[src/rtl/tdm_pkg.sv]
package tdm_pkg;

  // Strobes and sampled bit handed from the control to the datapath
  typedef struct packed {
    logic dataBit;    // synchronized serial input bit
    logic rxShift;    // shift dataBit into the receive register
    logic txShift;    // shift the transmit register one place
    logic pushRx;     // word boundary: push the received word
    logic loadTx;     // word boundary: reload transmit word (after push)
    logic launch;     // update the frame marker in step with loadTx
    logic frameMark;  // frame sync value seen at the last rise
  } tdm_strobe_t;

endpackage

[src/rtl/tdm_fifo.sv]
module tdm_fifo #(
  parameter int WIDTH = 32,
  parameter int DEPTH = 8
) (
  input  logic             clk,
  input  logic             rst_n,
  input  logic             inValid,
  output logic             inReady,
  input  logic [WIDTH-1:0] inData,
  output logic             outValid,
  input  logic             outReady,
  output logic [WIDTH-1:0] outData
);
  localparam int AW = (DEPTH > 1) ? $clog2(DEPTH) : 1;
  localparam int CW = $clog2(DEPTH + 1);

  logic [WIDTH-1:0] mem [DEPTH];
  logic [AW-1:0]    wrPtr, rdPtr;
  logic [CW-1:0]    count;
  logic             doPush, doPop;

  assign inReady  = (count != CW'(DEPTH));
  assign outValid = (count != '0);
  assign outData  = mem[rdPtr];
  assign doPush   = inValid && inReady;
  assign doPop    = outValid && outReady;

  always_ff @(posedge clk) begin
    if (doPush) mem[wrPtr] <= inData;
  end

  always_ff @(posedge clk) begin
    if (!rst_n) begin
      wrPtr <= '0;
      rdPtr <= '0;
      count <= '0;
    end else begin
      if (doPush) wrPtr <= (wrPtr == AW'(DEPTH - 1)) ? '0 : wrPtr + 1'b1;
      if (doPop)  rdPtr <= (rdPtr == AW'(DEPTH - 1)) ? '0 : rdPtr + 1'b1;
      count <= count + CW'(doPush) - CW'(doPop);
    end
  end

  // occupancy never exceeds the configured depth
  a_r9_bounded: assert property (@(posedge clk) disable iff (!rst_n)
    count <= CW'(DEPTH));

endmodule

[src/rtl/tdm_ctrl.sv]
module tdm_ctrl
  import tdm_pkg::*;
#(
  parameter int WORD_W = 32,
  parameter int SLOTS  = 8
) (
  input  logic                     clk,
  input  logic                     rst_n,
  input  logic                     bclkIn,
  input  logic                     fsyncIn,
  input  logic                     sdataIn,
  output tdm_strobe_t              strb,
  output logic [$clog2(SLOTS)-1:0] slotIdx
);
  localparam int BW = $clog2(WORD_W);
  localparam int SW = $clog2(SLOTS);

  logic [2:0]    bclkSync;   // [1] synchronized, [2] previous
  logic [1:0]    fsSync, dSync;
  logic          rise, fall, wordEnd;
  logic          synced, pushPend, loadPend, loadGo, fallD, fsMark;
  logic [BW-1:0] bitCnt;
  logic [SW-1:0] slotCnt;

  assign rise    = bclkSync[1] && !bclkSync[2];
  assign fall    = !bclkSync[1] && bclkSync[2];
  assign wordEnd = synced && (bitCnt == BW'(WORD_W - 1));

  always_ff @(posedge clk) begin
    if (!rst_n) begin
      bclkSync <= '0;
      fsSync   <= '0;
      dSync    <= '0;
      synced   <= 1'b0;
      bitCnt   <= '0;
      slotCnt  <= '0;
      pushPend <= 1'b0;
      loadPend <= 1'b0;
      loadGo   <= 1'b0;
      fallD    <= 1'b0;
      fsMark   <= 1'b0;
    end else begin
      bclkSync <= {bclkSync[1:0], bclkIn};
      fsSync   <= {fsSync[0], fsyncIn};
      dSync    <= {dSync[0], sdataIn};
      fallD    <= fall;
      // reload follows the push by one cycle and needs an armed boundary
      loadGo   <= fall && loadPend;
      if (rise) begin
        fsMark <= fsSync[1];
        if (fsSync[1]) begin
          synced  <= 1'b1;
          bitCnt  <= '0;
          slotCnt <= '0;
        end else if (synced) begin
          if (wordEnd) begin
            bitCnt  <= '0;
            slotCnt <= (slotCnt == SW'(SLOTS - 1)) ? '0 : slotCnt + 1'b1;
          end else begin
            bitCnt <= bitCnt + 1'b1;
          end
        end
        if (wordEnd) pushPend <= 1'b1;
        if (wordEnd || fsSync[1]) loadPend <= 1'b1;
      end else if (fall) begin
        pushPend <= 1'b0;
        loadPend <= 1'b0;
      end
    end
  end

  assign strb.dataBit   = dSync[1];
  assign strb.rxShift   = rise && synced;
  assign strb.txShift   = rise;
  assign strb.pushRx    = fall && pushPend;
  assign strb.loadTx    = loadGo;
  assign strb.launch    = fallD;
  assign strb.frameMark = fsMark;
  assign slotIdx        = slotCnt;

  // the slot position only moves in response to a rising bit-clock edge
  a_r3_slot_on_rise: assert property (@(posedge clk) disable iff (!rst_n)
    !$stable(slotCnt) |-> $past(rise));

  // a receive push is always followed by the transmit reload
  a_r4_push_then_load: assert property (@(posedge clk) disable iff (!rst_n)
    strb.pushRx |=> strb.loadTx);

  // a reload is only issued right after a detected falling edge
  a_r4_load_after_fall: assert property (@(posedge clk) disable iff (!rst_n)
    strb.loadTx |-> $past(fall));

  // nothing is pushed before the first frame sync
  a_r10_no_push_unsynced: assert property (@(posedge clk) disable iff (!rst_n)
    !synced |-> !strb.pushRx);

endmodule

[src/rtl/tdm_datapath.sv]
module tdm_datapath
  import tdm_pkg::*;
#(
  parameter int WORD_W  = 32,
  parameter int OUT_DLY = 2
) (
  input  logic              clk,
  input  logic              rst_n,
  input  tdm_strobe_t       strb,
  input  logic [WORD_W-1:0] txWord,
  input  logic              txAvail,
  output logic              txTake,
  output logic [WORD_W-1:0] rxWord,
  output logic              rxPush,
  input  logic              rxRoom,
  output logic              sdataOut,
  output logic              fsyncOut,
  output logic              txUnderrun,
  output logic              rxOverrun
);
  logic [WORD_W-1:0] rxShreg, txShreg;
  logic              fsLaunch;

  always_ff @(posedge clk) begin
    if (!rst_n) begin
      rxShreg    <= '0;
      txShreg    <= '0;
      fsLaunch   <= 1'b0;
      txUnderrun <= 1'b0;
      rxOverrun  <= 1'b0;
    end else begin
      if (strb.rxShift) rxShreg <= {rxShreg[WORD_W-2:0], strb.dataBit};
      if (strb.loadTx) txShreg <= txAvail ? txWord : '0;
      else if (strb.txShift) txShreg <= {txShreg[WORD_W-2:0], 1'b0};
      if (strb.loadTx && !txAvail) txUnderrun <= 1'b1;
      if (strb.pushRx && !rxRoom) rxOverrun <= 1'b1;
      if (strb.launch) fsLaunch <= strb.frameMark;
    end
  end

  assign txTake = strb.loadTx && txAvail;
  assign rxPush = strb.pushRx;
  assign rxWord = rxShreg;

  // marker and data share one delay line so they leave aligned
  generate
    if (OUT_DLY == 0) begin : g_direct
      assign sdataOut = txShreg[WORD_W-1];
      assign fsyncOut = fsLaunch;
    end else begin : g_pipe
      logic [1:0] stage [OUT_DLY];
      always_ff @(posedge clk) begin
        if (!rst_n) begin
          for (int i = 0; i < OUT_DLY; i++) stage[i] <= '0;
        end else begin
          stage[0] <= {fsLaunch, txShreg[WORD_W-1]};
          for (int i = 1; i < OUT_DLY; i++) stage[i] <= stage[i-1];
        end
      end
      assign {fsyncOut, sdataOut} = stage[OUT_DLY-1];
    end
  endgenerate

  // underrun flag is sticky
  a_r5_underrun_sticky: assert property (@(posedge clk) disable iff (!rst_n)
    txUnderrun |=> txUnderrun);

  // a reload with no word available leaves an all-zero register
  a_r5_zero_fill: assert property (@(posedge clk) disable iff (!rst_n)
    (strb.loadTx && !txAvail) |=> (txShreg == '0));

  // overrun flag is sticky
  a_r6_overrun_sticky: assert property (@(posedge clk) disable iff (!rst_n)
    rxOverrun |=> rxOverrun);

  // a reload puts the popped word's MSB at the serial tap
  a_r2_msb_first: assert property (@(posedge clk) disable iff (!rst_n)
    (strb.loadTx && txAvail) |=> (txShreg[WORD_W-1] == $past(txWord[WORD_W-1])));

  // the marker only changes at the shared launch point
  a_r7_marker_launch: assert property (@(posedge clk) disable iff (!rst_n)
    !$stable(fsLaunch) |-> $past(strb.launch));

endmodule

[src/rtl/tdm_port.sv]
module tdm_port
  import tdm_pkg::*;
#(
  parameter int WORD_W     = 32,
  parameter int SLOTS      = 8,
  parameter int FIFO_DEPTH = 8,
  parameter int OUT_DLY    = 2
) (
  input  logic                     clk,
  input  logic                     rst_n,
  input  logic                     bclkIn,
  input  logic                     fsyncIn,
  input  logic                     sdataIn,
  output logic                     sdataOut,
  output logic                     fsyncOut,
  output logic [$clog2(SLOTS)-1:0] slotIdx,
  input  logic                     txValid,
  output logic                     txReady,
  input  logic [WORD_W-1:0]        txData,
  output logic                     rxValid,
  input  logic                     rxReady,
  output logic [WORD_W-1:0]        rxData,
  output logic                     txUnderrun,
  output logic                     rxOverrun
);
  tdm_strobe_t       strb;
  logic [WORD_W-1:0] txWord, rxWord;
  logic              txAvail, txTake, rxPush, rxRoom;

  tdm_ctrl #(.WORD_W(WORD_W), .SLOTS(SLOTS)) u_ctrl (
    .clk(clk), .rst_n(rst_n), .bclkIn(bclkIn), .fsyncIn(fsyncIn),
    .sdataIn(sdataIn), .strb(strb), .slotIdx(slotIdx)
  );

  tdm_datapath #(.WORD_W(WORD_W), .OUT_DLY(OUT_DLY)) u_dp (
    .clk(clk), .rst_n(rst_n), .strb(strb),
    .txWord(txWord), .txAvail(txAvail), .txTake(txTake),
    .rxWord(rxWord), .rxPush(rxPush), .rxRoom(rxRoom),
    .sdataOut(sdataOut), .fsyncOut(fsyncOut),
    .txUnderrun(txUnderrun), .rxOverrun(rxOverrun)
  );

  tdm_fifo #(.WIDTH(WORD_W), .DEPTH(FIFO_DEPTH)) u_txFifo (
    .clk(clk), .rst_n(rst_n),
    .inValid(txValid), .inReady(txReady), .inData(txData),
    .outValid(txAvail), .outReady(txTake), .outData(txWord)
  );

  tdm_fifo #(.WIDTH(WORD_W), .DEPTH(FIFO_DEPTH)) u_rxFifo (
    .clk(clk), .rst_n(rst_n),
    .inValid(rxPush), .inReady(rxRoom), .inData(rxWord),
    .outValid(rxValid), .outReady(rxReady), .outData(rxData)
  );

endmodule

[config.mk]
export PLATFORM = sky130hd
export DESIGN_NAME = tdm_port
export DESIGN_NICKNAME = d
export VERILOG_FILES = /design/src/rtl/tdm_pkg.sv /design/src/rtl/tdm_fifo.sv /design/src/rtl/tdm_ctrl.sv /design/src/rtl/tdm_datapath.sv /design/src/rtl/tdm_port.sv
export SDC_FILE = /design/constraint.sdc
export NUM_CORES = 1
export LEC_CHECK = 0
export CORE_ASPECT_RATIO = 0.7
export CORE_MARGIN = 3
export CORE_UTILIZATION = 45
export DETAILED_ROUTE_END_ITERATION = 10
export PLACE_DENSITY = 0.64
export RECOVER_POWER = 100
export SKIP_CTS_REPAIR_TIMING = 1
export SLEW_MARGIN = 25
export SYNTH_ARGS = -nofsm -noshare
export SYNTH_HDL_FRONTEND = slang
export SYNTH_SLANG_ARGS = --single-unit
[constraint.sdc]
create_clock -name clk -period 11.1 [get_ports clk]
set_clock_uncertainty 0.1 [all_clocks]
set_input_delay 3.33 -clock clk [delete_from_list [all_inputs] [get_ports clk]]
set_output_delay 3.33 -clock clk [all_outputs]
set_load 0.03 [all_outputs]
# --- Word level (Yosys, flattened, before mapping) ---
# Memories as Yosys holds them, arrays and structs flattened. A register that Yosys moved wholly into a read port is not among the register bits.
# Index checks and enable logic that the tools add are counted.
# Widths: inputs -> output; s select.
totals:
  ramBits: 516
  mem_count: 3
  regBits: 108
  out_inout_bits: 41
classes:
  add_sub_neg: 10
  mux: 31
  n_bitwise: 2
  reduce_logical: 29
  n_eq_ne: 10
memory_table:
  columns: ["memory", "depth", "word_bits", "read_ports", "rd_clocked_by_memory_dff", "wr", "line_no", "source"]
  rows:
  - ["u_rxFifo.mem", 8, 32, 1, 1, 1, "tdm_fifo.sv:17", "logic [WIDTH-1:0] mem [DEPTH];"]
  - ["u_txFifo.mem", 8, 32, 1, 1, 1, "tdm_fifo.sv:17", null]
  - ["u_dp.g_pipe.stage", 2, 2, 2, 0, 2, "tdm_datapath.sv:51", "logic [1:0] stage [OUT_DLY];"]
ops:
  columns: ["operator", "count"]
  rows:
  - ["$mux 32", 3]
  - ["$mux 3", 12]
  - ["$add 3x1->3 const B", 5]
  - ["$eq 3x3->1 const B", 5]
  - ["$mux 5", 3]
  - ["$logic_and 1x1->1", 13]
  - ["$mux 1", 11]
  - ["$add 4x1->4", 2]
  - ["$ne 4x4->1 const B", 2]
  - ["$reduce_and 2->1", 4]
  - ["$reduce_bool 2->1", 4]
  - ["$reduce_bool 4->1", 2]
  - ["$sub 4x1->4", 2]
  - ["$add 5x1->5 const B", 1]
  - ["$eq 5x5->1 const B", 1]
  - ["$logic_not 1->1", 4]
  - ["$mux 2", 2]
  - ["$ne 2x2->1 const B", 2]
  - ["$reduce_and 3->1", 1]
  - ["$or 1x1->1", 2]
  - ["$logic_or 1x1->1", 1]

# --- Depth between registers and ports, before layout ---
logic_depth:
  ltp_word: 6
  mapped_depth: 11
  mapped_depth_nobuf: 10

# --- Cells and area by module ---
# A second synthesis with hierarchy kept.
hier_totals:
  cells_unflattened: 1255
  hier_area_um2: 25057.8
by_module_without_submodules:
  columns: ["module", "area_per_inst_um2", "instances", "seq_area_each_um2", "cells_each"]
  rows:
  - ["tdm_fifo", 10462.5, 2, 7947.6, 447]
  - ["tdm_datapath", 3240.6, 1, 1421.4, 270]
  - ["tdm_ctrl", 892.1, 1, 420.4, 91]

# --- Worst setup path before layout ---
# Ideal clock, no wire load.
synth_path:
  path_kind: "input to register"
  from: "in txValid"
  to: "mem u_txFifo.mem[0][0] (enable)"
  slack_ns: 4.002
  t_arrival_ns: 6.497
  path_buffers: 0
  t_required_ns: 10.499
  stages: 2
  path_cell_list: "nand2_2 nor4_1"
synth_between:
  elab_chain_cells: 3
synth_rtl:
  columns: ["item", "line_no", "source"]
  rows:
  - ["from (decl)", "tdm_port.sv:17", "input logic txValid,"]
  - ["$logic_and 1x1->1", "tdm_fifo.sv:25", "assign doPush = inValid && inReady;"]
  - ["$mux 1", "tdm_fifo.sv:29", "if (doPush) mem[wrPtr] <= inData;"]
  - ["$mux 1 (implied by the code)", "tdm_fifo.sv:29", null]
  - ["to (decl)", "tdm_fifo.sv:17", null]
# No other way between the ends.

==> metrics <==
Final Hold Slack=0.3364 ns; total track usage=16.63%; Critical Path AT=4.99 ns; crit path buf inv count=2; fraction of registers with async set/reset=0%; Setup crit start kind=flip-flop; crit-path leading delay family=buffers and inverters; CP endpoint kind=output pin; vias=12,080; TritonRoute pass-1 iters=5; status=finished, violations left; failing checks=max-capacitance violations, max-slew violations; largest cells by area after synthesis=edfxtp_1, dfxtp_1, mux4_1; Nets=1,515; Reg2Reg Setup Slack=6.52 ns; Tmin final=8.421 ns; post-synth top area share=62.98%; total CTS buffers=57; Buffers on Ports=79; Total Power=5.114 mW; DP Wirelength=24,200 µm; LEAKAGE=9.100 nW; register area share after synthesis=72.66%; HP Class=flip-flop to flip-flop; Hold Crit Depth=1; fin util=52.68%; hold endpoint=u_ctrl.bclkSync[1]; initial antenna violation count=3; Syn Std Cell Area=24,410 µm²; starting density of the core=46.15%; period utilisation layout=75.87%; Core ar.=52,900 µm²; vias in the first global route=12,380; root buf cell=clkbuf_16; Slew @ Worst Pin=3.541 ns; Syn Nets=1,421; ant diodes=0; 1st-iter DRT viols=834; I/O pin total=80; maximum VDD drop=0.1325 mV; DR WL/cell=21.32 µm; Placer Congestion=0.7105; CP required=7.67 ns; RSZ-0062 raised after global routing=no; Die W=284.4 µm; setup TNS=0 ns; max cap viols=20; largest net degree at the start of global routing=88; Die ar.=57,120 µm²; Slew Limit Fails=713; CTS tree=yes; synthesis warning total=0; count of final hold-check violations=0; Critical Path Fanout Max=64; f_max=0.1188 GHz; clk slew on worst S/H paths=0.06 ns; die span in y=200.9 µm; layout cells sized above 1=14.67%; CP max stage cell=clkbuf_1; max_slew headroom=-136.1%; Final ANT Viol Nets=0; P per Cell Area=183.5 nW/µm²; CP Class=flip-flop to output pin; Skew-Pair Late Insertion Delay=0.62 ns; most used flip-flop cell after synthesis=edfxtp_1; r2r startpoint=u_rxFifo.count[2]; Post-Syn Instances=1,358; worst reg-to-reg path cell count=8; Distinct cells, synth=53; final WL=47,320 µm; Syn Area/Cell=17.98 µm²; number of remaining DRC errors=0; EDFF count, synth=512; Crit path largest cell delay=2.48 ns; final setup fails=0; Syn-to-layout area delta=14.16%; CTS H-Tree Depth=2; FF+latch count, synth=630; Clock Sink Count=630; Vias per Instance=5.439; # rows=70; grt ovf=0; Max clock buf depth=3; RR Endpoint=u_rxFifo.mem[5][15]; first-pass GRT wire length=73,950 µm; worst path cell trace=clkbuf_1 -> mux4_1 -> mux2_2 -> dlygate4sd3_1; HP Start=u_ctrl.bclkSync[0]; area leader, netlist=edfxtp_1
## cell usage in the layout, fill, tap and decap left out, types with 10 or more instances in the layout
master,instances
ha_1,22
o221ai_1,30
nand2_1,100
a21boi_0,56
inv_1,14
edfxtp_1,512
mux2i_1,97
a22oi_1,32
clkinv_2,13
mux2_2,96
clkbuf_16,57
dfxtp_1,114
dlygate4sd3_1,73
and2_0,11
mux4_1,63
nor2b_1,10
clkbuf_1,34
o22ai_1,30
## registers in the layout, indices dropped and copies added (netlist names), 2 cells and up, named ones only
name / cells
u_rxFifo.rdPtr: 3
u_ctrl.bitCnt: 5
u_txFifo.count: 4
u_ctrl.fsSync: 2
u_txFifo.mem: 256
u_rxFifo.mem: 256
u_txFifo.rdPtr: 3
u_ctrl.slotIdx: 3
u_txFifo.wrPtr: 3
u_ctrl.dSync: 2
u_dp.g_pipe.stage: 4
u_rxFifo.wrPtr: 3
u_ctrl.bclkSync: 3
u_rxFifo.count: 4
u_dp.txShreg: 32
u_dp.rxWord: 32
## worst max-delay path by stage
stage	startpoint	endpoint	slack, ns	cells past startpoint
6_report	flip-flop	rxData[7]	2.68	4
5_1_grt	flip-flop	rxData[9]	2.37	4
4_1_cts	flip-flop	rxData[8]	4.30	3
3_5_place_dp	flip-flop	rxData[8]	4.94	3
3_3_place_gp	flip-flop	rxData[8]	4.99	3
2_1_floorplan	txValid	u_txFifo.mem[0][0]	4.00	2
## layer usage
metal	global-route usage [%]	share of wire [%]	vias up
li1	-	-	5597
met1	24.74	48	6116
met2	25.41	45	270
met3	3.110	5.0	88
met4	4.203	2.0	4
met5	0	0.057	-
## power breakdown
part	internal, mW	switching, mW	total [mW]
sequential	2.60	0.0359	2.63
clock	1.13	0.840	1.97
combinational	0.245	0.265	0.510
## cell families (layout without fill, tap and decap cells)
| group | after synthesis | in the layout | share of synthesized area [%] |
|---|---|---|---|
| flip-flops | 630 | 630 | 72.66 |
| multiplexers | 257 | 257 | 15.28 |
| AND/OR/NAND/NOR | 186 | 186 | 3.644 |
| AO/OA/AOI/OAI | 168 | 168 | 5.110 |
| buffers and inverters | 87 | 229 | 1.804 |
| adder cells (fa/ha/maj) | 24 | 24 | 1.292 |
| XOR/XNOR | 6 | 6 | 0.2153 |
## area by class of cell
class                      count  area, µm²
clock buffer                  81       1607
clock inverter                26      291.5
fill                        4196      25030
inverter                      14      52.55
multi-input combinational    641       6305
sequential                   630      17750
tap                          720      900.9
timing repair buffer         108      964.7
## synthesized netlist by cell type, types with 12 or more instances
| master | instances |
|---|---|
| dfxtp_1 | 118 |
| mux4_1 | 63 |
| buf_4 | 12 |
| o221ai_1 | 30 |
| inv_1 | 14 |
| edfxtp_1 | 512 |
| nor2_1 | 13 |
| clkbuf_1 | 32 |
| o22ai_1 | 30 |
| mux2i_1 | 97 |
| mux2_2 | 96 |
| and2_1 | 20 |
| nand2_1 | 101 |
| a22oi_1 | 32 |
| ha_1 | 22 |
| a21boi_0 | 55 |
## stage by stage
step / instance area [µm²] / instances / setup slack, ns
detailed placement: 26030 / 2111 / 4.944
global route: 27870 / 2220 / 2.370
CTS: 27930 / 2218 / 4.297
global placement: 26030 / 2111 / 4.989
floorplan: 24410 / 1358 / 4.002
finish: 27870 / 2220 / 2.679
(Power assumes the default switching activity.)
